[src/rtl/ehm_pkg.sv]
package ehm_pkg;
    localparam int ST_W       = 8;
    localparam int B_MONO     = 7;
    localparam int B_POKER    = 6;
    localparam int B_LONG     = 5;
    localparam int B_RUNT     = 4;
    localparam int B_NOISE    = 3;
    localparam int B_STUCK    = 2;
    localparam int B_SHUT     = 1;
    localparam int B_READY    = 0;
    localparam int FAIL_LO    = 2;  // lowest bit counted as a failure event
endpackage

[src/rtl/ehm_runlen.sv]
module ehm_runlen #(
    parameter int LONG_RUN  = 34,
    parameter int NOISE_RUN = 48
) (
    input  logic clk,
    input  logic rst_n,
    input  logic bit_valid,
    input  logic bit_in,
    output logic long_evt,
    output logic noise_evt
);
    localparam int LW = $clog2(NOISE_RUN + 1);
    localparam logic [LW-1:0] LEN_MAX  = LW'(NOISE_RUN);
    localparam logic [LW-1:0] LEN_LONG = LW'(LONG_RUN);
    localparam logic [LW-1:0] LEN_ONE  = LW'(1);

    typedef struct packed {
        logic          last;
        logic [LW-1:0] len;   // 0 means no bit seen yet
    } rl_t;

    rl_t st_d, st_q;

    always_comb begin
        st_d      = st_q;
        long_evt  = 1'b0;
        noise_evt = 1'b0;
        if (bit_valid) begin
            st_d.last = bit_in;
            if (st_q.len != '0 && bit_in == st_q.last) begin
                if (st_q.len != LEN_MAX) begin
                    st_d.len = st_q.len + 1'b1;
                end
            end else begin
                st_d.len = LEN_ONE;
            end
            long_evt  = (st_d.len == LEN_LONG) && (st_q.len != LEN_LONG);
            noise_evt = (st_d.len == LEN_MAX)  && (st_q.len != LEN_MAX);
        end
    end

    always_ff @(posedge clk or negedge rst_n) begin
        if (!rst_n) st_q <= '0;
        else        st_q <= st_d;
    end
endmodule

[src/rtl/ehm_monobit.sv]
module ehm_monobit #(
    parameter int BLOCK_BITS = 20000,
    parameter int ONES_LO    = 9655,
    parameter int ONES_HI    = 10345
) (
    input  logic clk,
    input  logic rst_n,
    input  logic bit_valid,
    input  logic bit_in,
    output logic fail_evt
);
    localparam int CW = $clog2(BLOCK_BITS + 1);
    localparam logic [CW-1:0] POS_LAST = CW'(BLOCK_BITS - 1);
    localparam logic [CW-1:0] LO_LIM   = CW'(ONES_LO);
    localparam logic [CW-1:0] HI_LIM   = CW'(ONES_HI);

    typedef struct packed {
        logic [CW-1:0] pos;
        logic [CW-1:0] ones;
    } mb_t;

    mb_t           st_d, st_q;
    logic [CW-1:0] ones_n;

    always_comb begin
        st_d     = st_q;
        fail_evt = 1'b0;
        ones_n   = st_q.ones + CW'(bit_in);
        if (bit_valid) begin
            if (st_q.pos == POS_LAST) begin
                fail_evt  = (ones_n < LO_LIM) || (ones_n > HI_LIM);
                st_d.pos  = '0;
                st_d.ones = '0;
            end else begin
                st_d.pos  = st_q.pos + 1'b1;
                st_d.ones = ones_n;
            end
        end
    end

    always_ff @(posedge clk or negedge rst_n) begin
        if (!rst_n) st_q <= '0;
        else        st_q <= st_d;
    end
endmodule

[src/rtl/ehm_stuck.sv]
module ehm_stuck #(
    parameter int WORD_W = 32
) (
    input  logic              clk,
    input  logic              rst_n,
    input  logic              word_valid,
    input  logic [WORD_W-1:0] word_in,
    output logic              stuck_evt
);
    typedef struct packed {
        logic              have;
        logic [WORD_W-1:0] prev;
    } sk_t;

    sk_t st_d, st_q;

    always_comb begin
        st_d      = st_q;
        stuck_evt = 1'b0;
        if (word_valid) begin
            stuck_evt = st_q.have && (word_in == st_q.prev);
            st_d.have = 1'b1;
            st_d.prev = word_in;
        end
    end

    always_ff @(posedge clk or negedge rst_n) begin
        if (!rst_n) st_q <= '0;
        else        st_q <= st_d;
    end
endmodule

[src/rtl/entropy_health_mon.sv]
module entropy_health_mon #(
    parameter int WORD_W     = 32,
    parameter int LONG_RUN   = 34,
    parameter int NOISE_RUN  = 48,
    parameter int BLOCK_BITS = 20000,
    parameter int ONES_LO    = 9655,
    parameter int ONES_HI    = 10345,
    parameter int THR_W      = 8
) (
    input  logic              clk,
    input  logic              rst_n,
    input  logic              bit_valid,
    input  logic              bit_in,
    input  logic              word_valid,
    input  logic [WORD_W-1:0] word_in,
    input  logic              poker_fail_in,
    input  logic              run_fail_in,
    input  logic              sts_clr_we,
    input  logic              ctrl_we,
    input  logic              thr_we,
    input  logic [7:0]        wdata,
    output logic [7:0]        status,
    output logic              irq,
    output logic [THR_W-1:0]  alarm_cnt
);
    import ehm_pkg::*;

    localparam logic [THR_W-1:0] THR_RST = {THR_W{1'b1}};

    typedef struct packed {
        logic [ST_W-1:0]  sts;
        logic [ST_W-1:1]  en;
        logic [THR_W-1:0] thr;
        logic [THR_W-1:0] cnt;
    } mon_t;

    mon_t            st_d, st_q;
    logic            long_evt, noise_evt, mono_evt, stuck_evt;
    logic [ST_W-1:0] set_v, clr_v;
    logic            alarm;
    logic [ST_W-1:1] irq_terms;
    logic [THR_W-1:0] thr_q;

    ehm_runlen #(.LONG_RUN(LONG_RUN), .NOISE_RUN(NOISE_RUN)) u_runlen (
        .clk(clk), .rst_n(rst_n), .bit_valid(bit_valid), .bit_in(bit_in),
        .long_evt(long_evt), .noise_evt(noise_evt)
    );

    ehm_monobit #(.BLOCK_BITS(BLOCK_BITS), .ONES_LO(ONES_LO), .ONES_HI(ONES_HI)) u_mono (
        .clk(clk), .rst_n(rst_n), .bit_valid(bit_valid), .bit_in(bit_in),
        .fail_evt(mono_evt)
    );

    ehm_stuck #(.WORD_W(WORD_W)) u_stuck (
        .clk(clk), .rst_n(rst_n), .word_valid(word_valid), .word_in(word_in),
        .stuck_evt(stuck_evt)
    );

    always_comb begin
        st_d           = st_q;
        set_v          = '0;
        set_v[B_MONO]  = mono_evt;
        set_v[B_POKER] = poker_fail_in;
        set_v[B_LONG]  = long_evt;
        set_v[B_RUNT]  = run_fail_in;
        set_v[B_NOISE] = noise_evt;
        set_v[B_STUCK] = stuck_evt;
        set_v[B_READY] = word_valid;
        alarm          = |set_v[ST_W-1:FAIL_LO];
        clr_v          = sts_clr_we ? wdata : '0;

        if (alarm) begin
            if (st_q.cnt >= st_q.thr) set_v[B_SHUT] = 1'b1;
            else                      st_d.cnt = st_q.cnt + 1'b1;
        end
        if (clr_v[B_SHUT]) st_d.cnt = '0;

        // set has priority over a simultaneous clear
        st_d.sts = (st_q.sts & ~clr_v) | set_v;

        if (ctrl_we) st_d.en  = wdata[ST_W-1:1];
        if (thr_we)  st_d.thr = THR_W'(wdata);
    end

    always_ff @(posedge clk or negedge rst_n) begin
        if (!rst_n) begin
            st_q.sts <= '0;
            st_q.en  <= '0;
            st_q.thr <= THR_RST;
            st_q.cnt <= '0;
        end else begin
            st_q <= st_d;
        end
    end

    for (genvar k = 1; k < ST_W; k++) begin : g_irq
        assign irq_terms[k] = st_q.sts[k] & st_q.en[k];
    end

    assign irq       = |irq_terms;
    assign status    = st_q.sts;
    assign alarm_cnt = st_q.cnt;
    assign thr_q     = st_q.thr;
endmodule

[config.mk]
export PLATFORM = sky130hd
export DESIGN_NAME = entropy_health_mon
export DESIGN_NICKNAME = d
export VERILOG_FILES = /design/src/rtl/ehm_pkg.sv /design/src/rtl/ehm_runlen.sv /design/src/rtl/ehm_monobit.sv /design/src/rtl/ehm_stuck.sv /design/src/rtl/entropy_health_mon.sv
export SDC_FILE = /design/constraint.sdc
export NUM_CORES = 1
export LEC_CHECK = 0
export BUFFER_PORTS_ARGS = -buffer_cell sky130_fd_sc_hd__buf_2
export CAP_MARGIN = 40
export CORE_ASPECT_RATIO = 0.75
export CORE_MARGIN = 3
export CORE_UTILIZATION = 28
export DETAILED_ROUTE_END_ITERATION = 6
export MAX_ROUTING_LAYER = met4
export PLACE_DENSITY_LB_ADDON = 0.1
export SLEW_MARGIN = 20
export SYNTH_ARGS = -nofsm -noshare
export SYNTH_HDL_FRONTEND = slang
export SYNTH_HIERARCHICAL = 1
export SYNTH_SLANG_ARGS = --single-unit
[constraint.sdc]
create_clock -name clk -period 5 [get_ports clk]
set_input_delay 0.25 -clock clk [delete_from_list [all_inputs] [get_ports clk]]
set_output_delay 0.25 -clock clk [all_outputs]
set_load 0.005 [all_outputs]
* Word-level counts from Yosys, hierarchy flattened
Index checks and enable logic that the tools add are counted.
Widths: inputs -> output; s select.
** Cells by class
- Divide/modulo/power cells :: 0
- Bitwise operators :: 10
- $lt $le $gt $ge :: 3
- Eq/ne operators :: 8
- Muxes and demuxes :: 15
- Reduce and logical (&&, ||, !) cells :: 10
- $mul :: 0
- Add/subtract/negate cells :: 4
- Shift-type cells :: 0
** Operators with widths (count)
- $eq 32x32->1 :: 1
- $mux 8 :: 4
- $mux 30 :: 1
- $mux 6 :: 3
- $add 15x1->15 :: 1
- $add 15x1->15 const B :: 1
- $eq 15x15->1 const B :: 1
- $gt 15x14->1 const B :: 1
- $lt 15x14->1 const B :: 1
- $eq 6x6->1 const B :: 2
- $ne 6x6->1 const B :: 2
- $add 8x1->8 const B :: 1
- $and 8x8->8 :: 1
- $ge 8x8->1 :: 1
- $not 8->8 :: 1
- $or 8x8->8 :: 1
- $and 1x1->1 :: 7
- $mux 1 :: 7
- $reduce_or 7->1 :: 1
- $add 6x1->6 const B :: 1
- $reduce_bool 6->1 :: 1
- $reduce_or 6->1 :: 1
- $logic_and 1x1->1 :: 4
- $ne 2x2->1 const B :: 1
- other kinds (4) :: 4
** Storage, ports and cells
- Bits of input ports :: 50
- Memory bits (read-only) :: 0
- Memory bits (writable) :: 0
- Register bits :: 101
- Latch bits :: 0
- Memories :: 0
- Output and inout bits :: 17

* Logic depth before layout (Yosys ltp)
Gate-level depths: netlist of run 1.
- Word-level depth :: 10
- Mapped depth :: 12
- Mapped depth without buffers :: 11

* Hierarchy
The synthesis of run 1 kept the hierarchy.
** By module, submodules not included
- ehm_monobit :: instances 1, seq. area each 750.7 um2, cells each 238, area an instance 2062.0 um2
- entropy_health_mon :: instances 1, seq. area each 785.8 um2, cells each 164, area an instance 1690.4 um2
- ehm_stuck :: instances 1, seq. area each 825.8 um2, cells each 114, area an instance 1576.5 um2
- ehm_runlen :: instances 1, seq. area each 175.2 um2, cells each 61, area an instance 569.3 um2

* Worst setup path after synthesis of run 1
No wires, ideal clock.
- Kind :: register to register
- Start point :: register u_runlen/st_q[0] (netlist name)
- End point :: register st_q, in the netlist alarm_cnt[3]
- Setup slack :: 1.892 ns
- Cell stages (with the launch flop) :: 12
- Library setup time :: 0.077 ns
- Period minus slack after synthesis :: 3.108 ns
- Required time :: 4.923 ns
- Path buffers :: 0
- Arrival :: 3.031 ns
- Cells stage by stage :: dfrtp_1 -> inv_1 -> ha_1 -> or3b_4 -> or3_1 -> a211oi_2 -> nor4b_4 -> or4_4 -> o32ai_4 -> or4b_1 -> or3_1 -> a21oi_1
** On the way
- Longest elaborated chain between the ends :: 10
- Elaborated cells between the ends (all ways) :: 17
** RTL lines
- start: declaration :: RTL line ehm_runlen.sv:22 : rl_t st_d, st_q;
- start signal: assignment :: RTL line ehm_runlen.sv:44 : else st_q <= st_d;
- $add 6x1->6, or another cell as far along :: RTL line ehm_runlen.sv:32 : st_d.len = st_q.len + 1'b1;
- $mux 6 / $logic_and 1x1->1 (equally long branches) :: RTL line ehm_runlen.sv:31, ehm_runlen.sv:30
- $mux 6 :: RTL line ehm_runlen.sv:30 : if (st_q.len != '0 && bit_in == st_q.last) begin
- $mux 6 :: RTL line ehm_runlen.sv:28 : if (bit_valid) begin
- $eq 6x6->1 :: RTL line ehm_runlen.sv:38 : noise_evt = (st_d.len == LEN_MAX) && (st_q.len != LEN_MAX);
- $logic_and 1x1->1 * :: RTL line ehm_runlen.sv:38
- $mux 1 * :: RTL line ehm_runlen.sv:28
- net noise_evt :: RTL line entropy_health_mon.sv:38 : logic long_evt, noise_evt, mono_evt, stuck_evt;
- $reduce_or 6->1 * :: RTL line entropy_health_mon.sv:69 : alarm = |set_v[ST_W-1:FAIL_LO];
- $reduce_bool 2->1 (no line) *
- $reduce_and 2->1 (no line) *
- end signal: assignment :: RTL line entropy_health_mon.sv:92 : st_q <= st_d;
- end: declaration :: RTL line entropy_health_mon.sv:37 : mon_t st_d, st_q;
Mark *: on every way through the listed nets, which the timed path passes. The rest lies on a longest branch. The select of a mux whose other input is x is not followed.
A chain may end at the register's enable or synchronous reset.

* Final worst setup path of run 1
- Start point :: register u_mono/st_q[0] (netlist name)
- End point :: register st_q, in the netlist alarm_cnt[3]
** On the way
- Longest elaborated chain between the ends :: 8
- Elaborated cells between the ends (all ways) :: 9
** RTL lines
- start: declaration :: RTL line ehm_monobit.sv:22 : mb_t st_d, st_q;
- start signal: assignment :: RTL line ehm_monobit.sv:43 : else st_q <= st_d;
- $add 15x1->15 * :: RTL line ehm_monobit.sv:28 : ones_n = st_q.ones + CW'(bit_in);
- $lt 15x14->1 / $gt 15x14->1 (equally long branches) :: RTL line ehm_monobit.sv:31 : fail_evt = (ones_n < LO_LIM) || (ones_n > HI_LIM);
- $logic_or 1x1->1 * :: RTL line ehm_monobit.sv:31
- $mux 1 * :: RTL line ehm_monobit.sv:30 : if (st_q.pos == POS_LAST) begin
- $mux 1 * :: RTL line ehm_monobit.sv:29 : if (bit_valid) begin
- net mono_evt :: RTL line entropy_health_mon.sv:38
- $reduce_or 6->1 * :: RTL line entropy_health_mon.sv:69
- $reduce_bool 2->1 (no line) *
- $reduce_and 2->1 (no line) *
Mark *: on every way through the listed nets, which the timed path passes. The rest lies on a longest branch.

==> metrics, run 1 <==
Hold Path Stages=2; critical path cell sequence=ha_1 > nand4_2 > nor3_1 > mux2i_1 > o32a_1 > o221ai_1 > or4_4 > o32ai_4 > or4b_1 > or3_1 > a21oi_1; Fin. Hold Viols=0; starting DRC count in detailed routing=290; # nets final=674; Design Area, Final=roughly 6600 µm²; synthesized net count=between 600 and 700; Final HPWL DP=9650 µm; Core Util, Final=0.325; first-pass GRT wire length=23000 µm; initial core utilization=0.289; P_leak=around 2.7 nW; post-CTS sizing=0; Final Skew=0.0133 ns; DR vias/cell=4.94; EDFF count, synth=0; Area contributors post-synth=dfrtp_1, mux2_2, xnor2_1, dfstp_2, nand2_1; fin. max-slew vios=0; arrival time worst endpoint=4.05 ns; MaxCap Viol Count=0; Crit Path Max Fanout=15; Die X=174 µm; power per cell area=334 nW/µm²; CTS clk-pin slew, worst paths=0.07 ns; Peak VDD IR=0.174 mV; TritonRoute pass-1 iters=4; FMAX=265 MHz; Final WS setup=between 1 and 1.5 ns; sink of the worst hold path=status[4]$_DFF_PN0_; IO Port Bufs=66; status=finished clean; sequential share of the synthesized area=0.430; initial antenna violation count=1; cell area after synthesis=5900 µm²; Worst setup SP type=flop; post-synthesis async set-or-reset flop share=1.00; Synth top area share=0.395; CP Class=flop to flop; pre-CTS WS=~1.2 ns; TritonCTS clock tree=yes; dpl cells=879; Worst setup EP type=flop; Most used DFF post-synth=dfrtp_1; total track usage=0.126; cell taking the most area after synthesis=dfrtp_1; fin cells=897; Gate Count Post-Synth=between 500 and 600; htree depth=3; Min Clock Period, post-route=3.77 ns; Slew @ Worst Pin=0.780 ns; TNS Setup=0 ns; Area growth, synth to finish=12.7%; total die area=between 20000 and 25000 µm²; DRC viols=0; Remaining Overflow, GRT=0; Synth warnings=6; hold_sp=run_fail_in; Crit path max-delay family=simple AND/OR/NAND/NOR gates; total wire length=about 14000 µm; part of the cycle the worst path needs=0.754; Slowest Stage Delay on Critical Path=0.55 ns; # rows=45; Core Region=20400 µm²; WP buf/inv=0; Required @ worst endpoint=5.28 ns; Synth Register Bits=slightly above 100; min-delay worst type=input pin to flop; leading cell types by count after synthesis=dfrtp_1, nand2_1, o21ai_0; r2r setup slk=1.23 ns; Die Height=132 µm; RSZ-0062 raised after global routing=no; via count=around 4400; Boundary Pins=67; slew margin rel.=0.480; Synth cell types=78; CTS Buffer Depth=2; clk root buf=clkbuf_16; Placer Congestion=0.843; Placed Area=6320 µm²; Slowest-stage cell, CP=nor3_1; vias in the first global route=4476; Final ANT Viol Nets=0; cell depth of the worst flop-to-flop path=11; Sink Count=101; Inserted Clock Buffers=9; top-count cell post-synth=dfrtp_1; endpoints failing setup=0; clock latency on the worst-skew pair=0.36 ns; R2R Path End=alarm_cnt[3]$_DFFE_PN0P_; FF-to-FF Start=u_mono/st_q[0]$_DFFE_PN0P_; share of cells above drive strength 1=0.244; WL/cell=15.5 µm; largest net degree at the start of global routing=54; Mapped Avg Cell Area=10.2 µm²
report_power, final:
group / switching [mW] / internal (mW)
Sequential: 0.148 / 0.923
Clock: 0.372 / 0.361
Combinational: 0.208 / 0.205
cell type report:
cell class,instances,area [µm²]
Fill cell,2127,13800
Sequential cell,101,2540
Timing Repair Buffer,71,373
Multi-Input combinational cell,405,2990
Clock inverter,7,88.8
Clock buffer,9,225
Inverter,21,78.8
Tap cell,282,353
Antenna cell,1,2.50
worst reg2reg max path: stages (launching register included):
cell      delay, ns
dfrtp_1        0.37
ha_1           0.41
nand4_2        0.40
nor3_1         0.56
mux2i_1        0.17
o32a_1         0.19
o221ai_1       0.31
or4_4          0.21
o32ai_4        0.09
or4b_1         0.53
or3_1          0.31
a21oi_1        0.14
flip-flops by register name (all words and copies together), names as in the netlist:
register,cells
u_mono/st_q,30
alarm_cnt,8
st_q,7
u_runlen/st_q,7
thr_q,8
status,8
u_stuck/st_q,33
logic make-up (layout without fill, tap and decap cells):
group                    count (synthesis)  in the layout  share of synthesized area
AND/OR/NAND/NOR                        171            171                      0.166
adder cells (fa/ha/maj)                 16             16                     0.0335
multiplexers                            46             46                     0.0870
buffers and inverters                   71            108                     0.0634
XOR/XNOR                                49             49                     0.0728
flip-flops                             101            101                      0.430
other                                    0              1                          0
AO/OA/AOI/OAI                          123            123                      0.147
stage by stage:
step / hold slack, ns / power [mW]
after CTS: 0.0898 / 2.26
after floorplan: -0.0456 / 1.38
after detailed placement: 0.368 / 1.50
after global placement: 0.369 / 1.49
final: 0.118 / 2.22
after global routing: 0.109 / 2.36
routing by layer:
| layer | up-vias | global-route usage | share of wire |
|---|---|---|---|
| met4 | 0 | 0.0375 | 0.0074 |
| li1 | 2142 | - | - |
| met5 | - | - | 0 |
| met3 | 10 | 0.0326 | 0.047 |
| met1 | 2173 | 0.170 | 0.50 |
| met2 | 105 | 0.188 | 0.44 |
cell usage in the layout (no fill, tap or decap), types with 7 or more instances in the layout:
| cell | n |
|---|---|
| dfrtp_1 | 93 |
| buf_2 | 65 |
| nand2_1 | 52 |
| o21ai_0 | 38 |
| mux2_2 | 36 |
| xnor2_1 | 27 |
| xor2_1 | 22 |
| inv_1 | 21 |
| o31ai_1 | 20 |
| nor2_1 | 18 |
| ha_1 | 15 |
| nand3_1 | 13 |
| a21oi_1 | 13 |
| nand4_1 | 13 |
| nor4_1 | 9 |
| nand2b_1 | 9 |
| clkbuf_16 | 9 |
| dfstp_2 | 8 |
| a21o_1 | 7 |
timing repair:
action	CTS	global route
setup endpoints to repair	0	0
setup buffers	0	0
hold endpoints to repair	48	0
hold buffers	1	0
worst max-delay path by stage:
stage	startpoint	to	slack, ns	depth (start not counted)
final	u_mono/st_q[0]$_DFFE_PN0P_	alarm_cnt[3]$_DFFE_PN0P_	1.23	11
after global routing	u_mono/st_q[0]$_DFFE_PN0P_	alarm_cnt[3]$_DFFE_PN0P_	0.94	11
after CTS	u_mono/st_q[0]$_DFFE_PN0P_	alarm_cnt[3]$_DFFE_PN0P_	1.27	11
after detailed placement	bit_in	alarm_cnt[3]$_DFFE_PN0P_	1.22	12
after global placement	bit_in	alarm_cnt[3]$_DFFE_PN0P_	1.35	11
after floorplan	u_runlen/st_q[0]$_DFFE_PN0P_	alarm_cnt[3]$_DFFE_PN0P_	1.89	11
Note: power is estimated with default switching activity, not from simulation.
==> run 2: changes to the inputs <==
==> constraint.sdc (replaced) <==
create_clock -name clk -period 3.21 [get_ports clk]
set_input_delay 0.1605 -clock clk [delete_from_list [all_inputs] [get_ports clk]]
set_output_delay 0.1605 -clock clk [all_outputs]
set_load 0.005 [all_outputs]
==> run 2 against run 1 <==
  * Wire length increased by 5.6%
  * Clock power is 51% higher
  * Critical path depth stayed put
  * Sequential share of layout area is 2.8 points lower
  * Critical path type unchanged
  * Highest routed layer unchanged
  * The flow now finishes with violations (negative setup slack)
  * Worst hold slack got worse by 0.073 ns
  * Largest power group unchanged
  * Combinational power rose by 120%
==> metrics, run 2 (synthesis results as in run 1) <==
status=complete, but fails checks; failing checks=negative setup slack; Sink Count=101; clk root buf=clkbuf_16; first-pass GRT wire length=24200 µm; Worst setup EP type=flop; Final Skew=0.00822 ns; commonest non-fill, non-tap cell in the layout=dfrtp_1; dpl cells=928; Final ANT Viol Nets=0; Worst setup SP type=flop; Inserted Clock Buffers=9; FILL cells=2082; Top Registers=u_stuck/st_q: 33 flops, u_mono/st_q: 30 flops; fin cells=950; Design Area, Final=a little over 7000 µm²; TNS Setup=-0.0409 ns; Core Region=20400 µm²; TritonCTS clock tree=yes; share of cells above drive strength 1=0.334; most frequent cells in the layout=dfrtp_1, buf_2, buf_4, nand2_1; Peak VDD IR=roughly 0.23 mV; largest net degree at the start of global routing=51; slew margin rel.=0.469; via count=4583; DRC viols=0; P_leak=3.05 nW; vias in the first global route=~4600; area of the multi-input gates=3100 µm²; Final WS setup=-0.0279 ns; WL/cell=between 15 and 20 µm; endpoints failing setup=2; CTS clk-pin slew, worst paths=0.08 ns; Remaining Overflow, GRT=0; Boundary Pins=67; initial antenna violation count=0; total wire length=14600 µm; power per cell area=503 nW/µm²; Crit Path Max Fanout=5; FMAX=~300 MHz; Min Clock Period, post-route=~3.2 ns; clock latency on the worst-skew pair=0.35 ns; Placed Area=6710 µm²; fin. max-slew vios=0; Slew @ Worst Pin=about 0.8 ns; Final HPWL DP=10700 µm; Die Height=132 µm; Most flops, register=u_stuck/st_q; Area growth, synth to finish=21.8%; Largest register FFs=33; initial core utilization=0.289; min-delay worst type=input pin to flop; part of the cycle the worst path needs=1.01; pre-CTS WS=-0.0785 ns; MaxCap Viol Count=0; Antenna Diode Count=0; Register Area=2540 µm²; CP Class=flop to flop; total track usage=0.133; arrival time worst endpoint=about 3.5 ns; TritonRoute pass-1 iters=4; Hold Slack=0.0452 ns; Fin. Hold Viols=0; Placer Congestion=between 0.7 and 0.8; htree depth=3; IO Port Bufs=66; # nets final=728; DR vias/cell=4.82; CTS Buffer Depth=2; Die X=around 170 µm; Design Power=between 3 and 4 mW; Core Util, Final=0.351; total die area=22900 µm²; starting DRC count in detailed routing=224; Required @ worst endpoint=3.48 ns; RSZ-0062 raised after global routing=yes; # rows=45
[run 2: area by class of cell]
cell class / count / area share
clock inverter: 7 / 0.0103
multi-input combinational: 405 / 0.432
clock buffer: 9 / 0.0314
timing repair buffer: 125 / 0.113
inverter: 21 / 0.0110
sequential: 101 / 0.353
tap: 282 / 0.0491
[run 2: layer usage]
| metal | vias up | GRT usage | share of wire |
|---|---|---|---|
| met1 | 2232 | 0.181 | 0.50 |
| met4 | 0 | 0.0304 | 0.010 |
| met3 | 12 | 0.0335 | 0.042 |
| met2 | 78 | 0.201 | 0.45 |
| met5 | - | - | 0 |
| li1 | 2261 | - | - |
[run 2: report_power, final]
part / total [mW] / switching [mW] / internal [mW]
registers: 1.60 / 0.162 / 1.44
logic: 0.904 / 0.445 / 0.459
clock network: 1.11 / 0.555 / 0.555
[run 2: final timing paths]
kind | cells after the start | from | endpoint | slack, ns
min reg2reg | 1 | u_stuck/st_q[32]$_DFFE_PN0P_ | u_stuck/st_q[32]$_DFFE_PN0P_ | 0.48
min | 3 | wdata[5] | thr_q[5]$_DFFE_PN1P_ | 0.05
max in group asynchronous | 3 | rst_n | thr_q[3]$_DFFE_PN1P_ | 2.27
max | 11 | u_runlen/st_q[0]$_DFFE_PN0P_ | alarm_cnt[3]$_DFFE_PN0P_ | -0.03
min in group asynchronous | 2 | rst_n | u_runlen/st_q[6]$_DFFE_PN0P_ | 0.28
max reg2reg | 11 | u_runlen/st_q[0]$_DFFE_PN0P_ | alarm_cnt[3]$_DFFE_PN0P_ | -0.03
[run 2: critical path, cell delays in order, from the launching register on]
cell and delay (ns):
dfrtp_1 0.39, inv_2 0.09, ha_4 0.13, or3b_4 0.37, or3_4 0.38, a211oi_2 0.25
nor4b_4 0.28, or4_4 0.20, o32ai_4 0.09, or4b_1 0.52, or3_1 0.31, a21oi_1 0.15
[run 2: what timing repair did]
| action | CTS | global route |
|---|---|---|
| endpoints found under the hold margin | 25 | 0 |
| pin swaps | 2 | 7 |
| setup buffers | 1 | 3 |
| hold buffers | 2 | 0 |
| endpoints found under the setup margin | 5 | 8 |
| gates resized for setup | 7 | 23 |
